[config.mk]
export PLATFORM = sky130hd
export DESIGN_NAME = frame_pos_start_gen
export DESIGN_NICKNAME = d
export VERILOG_FILES = /design/src/rtl/frame_pos_pkg.sv /design/src/rtl/wrap_counter.sv /design/src/rtl/start_match.sv /design/src/rtl/frame_pos_start_gen.sv
export SDC_FILE = /design/constraint.sdc
export NUM_CORES = 1
export LEC_CHECK = 0
export ABC_AREA = 1
export CORE_ASPECT_RATIO = 0.7
export CORE_UTILIZATION = 25
export CTS_BUF_LIST = sky130_fd_sc_hd__clkbuf_4 sky130_fd_sc_hd__clkbuf_8
export CTS_CLUSTER_DIAMETER = 100
export CTS_CLUSTER_SIZE = 30
export DETAILED_ROUTE_END_ITERATION = 8
export SLEW_MARGIN = 20
export SYNTH_ARGS = -nofsm -noshare
export SYNTH_HDL_FRONTEND = slang
export SYNTH_HIERARCHICAL = 1
export SYNTH_SLANG_ARGS = --single-unit
[constraint.sdc]
create_clock -name clk -period 1.8 [get_ports clk]
set_input_delay 0.27 -clock clk [delete_from_list [all_inputs] [get_ports clk]]
set_output_delay 0.27 -clock clk [all_outputs]
set_load 0.1 [all_outputs]
[src/rtl/frame_pos_pkg.sv]
// Shared types for the radio frame position start pulse generator.
// Assumes every position field fits in FIELD_W bits.
package frame_pos_pkg;

    localparam int FIELD_W = 8;
    localparam int LEVELS  = 3;   // word, basic frame, hyperframe

    // Packed target position; bit layout matches the offset input.
    typedef struct packed {
        logic [FIELD_W-1:0] word;   // [23:16]
        logic [FIELD_W-1:0] hf;     // [15:8]
        logic [FIELD_W-1:0] bf;     // [7:0]
    } frame_pos_t;

endpackage

[src/rtl/wrap_counter.sv]
// Modulo counter with a synchronous clear.
// Counts from 0 to MODULUS-1 and wraps to 0 on the next increment.
// Exposes the next-cycle value so that a comparator can look ahead.
// Assumes 1 <= MODULUS <= 2**W.
module wrap_counter #(
    parameter int MODULUS = 16,
    parameter int W       = 8
) (
    input  logic         clk,
    input  logic         rst_n,
    input  logic         clear,
    input  logic         inc,
    output logic [W-1:0] value,
    output logic [W-1:0] value_nxt
);

    localparam logic [W-1:0] LAST = W'(MODULUS - 1);

    // Next-state selection: clear wins over increment.
    always_comb begin
        if (clear)
            value_nxt = '0;
        else if (inc)
            value_nxt = (value == LAST) ? '0 : value + 1'b1;
        else
            value_nxt = value;
    end

    // State register.
    always_ff @(posedge clk) begin
        if (!rst_n)
            value <= '0;
        else
            value <= value_nxt;
    end

endmodule

[src/rtl/start_match.sv]
// Compares the look-ahead position with the target position and emits a
// one-cycle start pulse.
// The pulse fires at most once per radio frame. An arm flag is set by the
// frame boundary and cleared by a pulse.
// Assumes next_pos is the value the counters take on this edge.
module start_match
    import frame_pos_pkg::*;
(
    input  logic       clk,
    input  logic       rst_n,
    input  logic       rf_boundary,
    input  logic       word_adv,
    input  frame_pos_t next_pos,
    input  frame_pos_t target,
    output logic       tx_start
);

    logic armed_q;
    logic fire;

    // A pulse needs an edge that moves the position onto the target.
    always_comb begin
        fire = (rf_boundary || (word_adv && armed_q)) && (next_pos == target);
    end

    // Arm flag: re-armed by the boundary unless the boundary itself fires.
    always_ff @(posedge clk) begin
        if (!rst_n)
            armed_q <= 1'b1;
        else if (rf_boundary)
            armed_q <= !fire;
        else if (fire)
            armed_q <= 1'b0;
    end

    // Registered pulse, aligned with the counter update.
    always_ff @(posedge clk) begin
        if (!rst_n)
            tx_start <= 1'b0;
        else
            tx_start <= fire;
    end

endmodule

[src/rtl/frame_pos_start_gen.sv]
// Top of the radio frame position start pulse generator.
// Three nested wrap counters (word, basic frame, hyperframe) follow the
// transmit position. A comparator fires tx_start when the position reaches
// start_offset.
// Assumes each modulus is between 1 and 256.
module frame_pos_start_gen
    import frame_pos_pkg::*;
#(
    parameter int WORDS_PER_BF = 16,
    parameter int BF_PER_HF    = 256,
    parameter int HF_PER_RF    = 150
) (
    input  logic         clk,
    input  logic         rst_n,
    input  logic         word_adv,
    input  logic         rf_boundary,
    input  logic [23:0]  start_offset,
    output logic [7:0]   word_idx,
    output logic [7:0]   bf_idx,
    output logic [7:0]   hf_idx,
    output logic         tx_start
);

    localparam int LEVEL_MOD [LEVELS] = '{WORDS_PER_BF, BF_PER_HF, HF_PER_RF};

    logic [FIELD_W-1:0] cnt     [LEVELS];
    logic [FIELD_W-1:0] cnt_nxt [LEVELS];
    logic               inc     [LEVELS];
    frame_pos_t         next_pos;
    frame_pos_t         target;

    assign inc[0] = word_adv;

    // One counter per level; each carry feeds the level above it.
    for (genvar g = 0; g < LEVELS; g++) begin : g_level
        wrap_counter #(
            .MODULUS (LEVEL_MOD[g]),
            .W       (FIELD_W)
        ) u_cnt (
            .clk       (clk),
            .rst_n     (rst_n),
            .clear     (rf_boundary),
            .inc       (inc[g]),
            .value     (cnt[g]),
            .value_nxt (cnt_nxt[g])
        );
        if (g < LEVELS - 1) begin : g_carry
            assign inc[g+1] = inc[g] && (cnt[g] == FIELD_W'(LEVEL_MOD[g] - 1));
        end
    end

    // Pack the look-ahead position and unpack the target fields.
    always_comb begin
        next_pos.word = cnt_nxt[0];
        next_pos.bf   = cnt_nxt[1];
        next_pos.hf   = cnt_nxt[2];
        target        = frame_pos_t'(start_offset);
    end

    start_match u_match (
        .clk         (clk),
        .rst_n       (rst_n),
        .rf_boundary (rf_boundary),
        .word_adv    (word_adv),
        .next_pos    (next_pos),
        .target      (target),
        .tx_start    (tx_start)
    );

    assign word_idx = cnt[0];
    assign bf_idx   = cnt[1];
    assign hf_idx   = cnt[2];

endmodule

==> out/qor.csv <==
stage;metric;value;unit
run_status;status;complete, but fails checks;
run_status;violated checks;negative setup slack;
hold_path;Hold Path Class;flop to flop;
floorplanning;Core Area;0.00807;mm^2
timing;Setup violations, final;2;
routing;router iterations before antenna repair;5;
worst_setup_path;worst-path cell with the longest stage delay;dfxtp_4;
floorplanning;DIE AREA;0.00893;mm^2
routing;Antenna Nets Post-Route;0;
clock_tree;CTS tree;done;
clock_tree;CTS root buffer;clkbuf_8;
yosys;asr flop ratio synth;0;%
timing;Slew Viols, Final;0;
routing;routed len/inst;11.4;um
routing;Post-route DRC;0;
timing;total negative slack;-0.603;ns
yosys;cells after synthesis;376;
worst_setup_path;worst path cell trace;nor2_2, nand4_4, nor2_4, nand2_4, nor2_4, buf_6, nand3_2, nand2_2, nor2_4, nand2_1, nand2_1, nor2_2, nand2_1, nor2_1, nand2_1, nor2_2, nor2_1;
clock_tree;deepest clock path buffer count;2;
flow_run;Max-Cap Viols;0;
cells_and_area;Layout area overhead;67.3;%
timing;Slew HR;79.2;%
cells_and_area;Final Util;44.3;%
routing;vias;2516;
yosys;post-synth top area cell;dfxtp_1;
cells_and_area;fin nets;514;
global_routing;first-pass GRT wire length;10.5;mm
worst_setup_path;max incr delay on CP;0.36;ns
worst_setup_path;crit start category;flop;
yosys;syn_nets;408;
timing;Final period util;119;%
floorplanning;Starting Density;26.5;%
worst_setup_path;largest fanout on the critical path;4;
yosys;top_reg_cell synth;dfxtp_1;
routing;drt initial violations;149;
timing;Worst Tran Pin Value;0.309;ns
placement;worst slack, placed;-0.826;ns
power;Static Leakage;0.00168;uW
global_routing;largest net degree at the start of global routing;18;
yosys;Syn Std Cell Area;0.00214;mm^2
floorplanning;io pins;53;
global_routing;vias in the first global route;2316;
yosys;Seq/Total Area, Yosys;24.4;%
floorplanning;die height;79.4;um
cells_and_area;# fillers;806;
worst_setup_path;Worst Setup Path Type;flop to flop;
worst_setup_path;CP most frequent cell;nand2_1;
cells_and_area;antenna cells;0;
global_routing;total gr overflow;0;
routing;vias per cell;4.32;
clock_tree;cts bufs inserted;3;
clock_tree;later-pin clock latency in the skew report;0.28;ns
yosys;Post-synth EDFFs;0;
placement;dpl hpwl;5.21;mm
yosys;Yosys top cell area share;24.4;%
clock_tree;clk slew on worst S/H paths;0.10;ns
yosys;dominant cells by area after synthesis;dfxtp_1 24%, nand2_1 21%, inv_1 15%;
cells_and_area;fraction of layout cells with a size suffix above 1;31.4;%
clock_tree;clk sinks;26;
timing;Final Hold Fails;0;
floorplanning;die span in x;113;um
floorplanning;Site Rows;27;
timing;minimum clock period;2.14;ns
worst_setup_path;CP required;1.98;ns
placement;Port-buffer cells;52;
worst_setup_path;CP Capture Type;flop;
timing;clock skew;0.00188;ns
global_routing;initial antenna violation count;0;
placement;GPL Wtd Cong;0.876;
worst_setup_path;CP arrival;2.33;ns
timing;Max Fclk;467;MHz
power;VDD IR max;0.244;mV
clock_tree;H-tree depth;1;
timing;final worst setup slack;-0.341;ns
routing;Routed WL;6.61;mm
yosys;Yosys warnings;6;
yosys;Avg Inst Size Synth;5.68;um^2
yosys;synth unique cells;29;
global_routing;gr usage total;14.9;%
power;P per Cell Area;332;mW/mm^2
timing;RSZ-0062 raised after global routing;true;
yosys;Yosys reg bits;26;
==> worst max-delay path, delay by kind of cell, from the launching register on <==
family	cells	cell delay (ns)
AND/OR/NAND/NOR	16	1.56
buffers and inverters	1	0.12
flip-flops	1	0.36
==> layout make-up <==
type	instances	area, um^2	area share, %
multi-input combinational	260	1370	38.3
timing repair buffer	105	1120	31.2
sequential	26	584	16.3
inverter	86	325	9.10
tap	101	126	3.54
clock buffer	4	55.1	1.54
==> cell usage in the layout, fill, tap and decap left out, types with 5 or more instances in the layout <==
cell,n
nand2_1,114
nand3_1,10
nor2_1,46
dfxtp_4,14
xnor2_1,5
nand2_2,8
nand3_2,6
buf_4,55
nor2_2,10
dfxtp_2,9
clkdlybuf4s50_1,26
buf_12,20
nor3_1,16
inv_1,82
nor2_4,8
==> state kept, by name, summed over array words and instances (netlist names) <==
name                 flops
u_match/tx_start         1
g_level.u_cnt/value     24
u_match/armed_q          1
==> per-stage QoR <==
stage | hold slack (ns) | power, uW | instance area [um^2] | std cells
detailed placement | 0.565 | 793 | 3370 | 572
finish | 0.583 | 1190 | 3570 | 582
global route | 0.612 | 1240 | 3570 | 582
floorplan | 0.332 | 670 | 2220 | 376
global placement | 0.565 | 793 | 3370 | 572
CTS | 0.580 | 1200 | 3480 | 579
==> what timing repair did <==
item / CTS / global route
pin swaps: 7 / 12
buffers inserted: 3 / 3
resized for setup: 10 / 17
setup endpoints to repair: 2 / 3
hold buffers: 0 / 0
==> power breakdown <==
part | internal (uW) | leakage, uW | switching [uW]
registers | 557 | 0.000225 | 1.23
logic | 110 | 0.00142 | 119
clock network | 196 | 0.0000288 | 204
==> cell usage after synthesis, types with 4 or more instances <==
| cell | n |
|---|---|
| nor3_1 | 16 |
| inv_1 | 85 |
| a21oi_1 | 4 |
| dfxtp_1 | 26 |
| nor2_4 | 4 |
| nand3_2 | 4 |
| nand3_1 | 13 |
| xnor2_1 | 5 |
| nand2_2 | 6 |
| o21ai_0 | 4 |
| nand2_1 | 119 |
| nor2_1 | 52 |
| ha_1 | 4 |
| nor2_2 | 8 |
==> path summary, 6_finish.rpt <==
path                             startpoint                   endpoint  slack, ns  cells after the start
hold / removal    g_level[2].u_cnt/value[4]  g_level[2].u_cnt/value[4]       0.58                      2
hold reg to reg   g_level[2].u_cnt/value[4]  g_level[2].u_cnt/value[4]       0.58                      2
setup / recovery  g_level[0].u_cnt/value[7]            u_match/armed_q      -0.34                     17
setup reg to reg  g_level[0].u_cnt/value[7]            u_match/armed_q      -0.34                     17
==> per-layer routing <==
metal | vias to the layer above | GRT usage (%) | share of wire, %
li1 | 1328 | - | -
met1 | 1123 | 20.6 | 52
met2 | 63 | 24.1 | 43
met3 | 2 | 2.90 | 4.4
met4 | 0 | 2.93 | 0.32
met5 | - | 0 | 0
==> logic make-up after synthesis <==
kind of cell	count (synthesis)	share of synthesized area (%)
compound gates	13	3.69
xor+xnor	8	3.28
fa+ha+maj	4	2.34
buf+inv	90	16.9
flops	26	24.4
simple gates	235	49.4
Power figures use the tool's default switching activity.
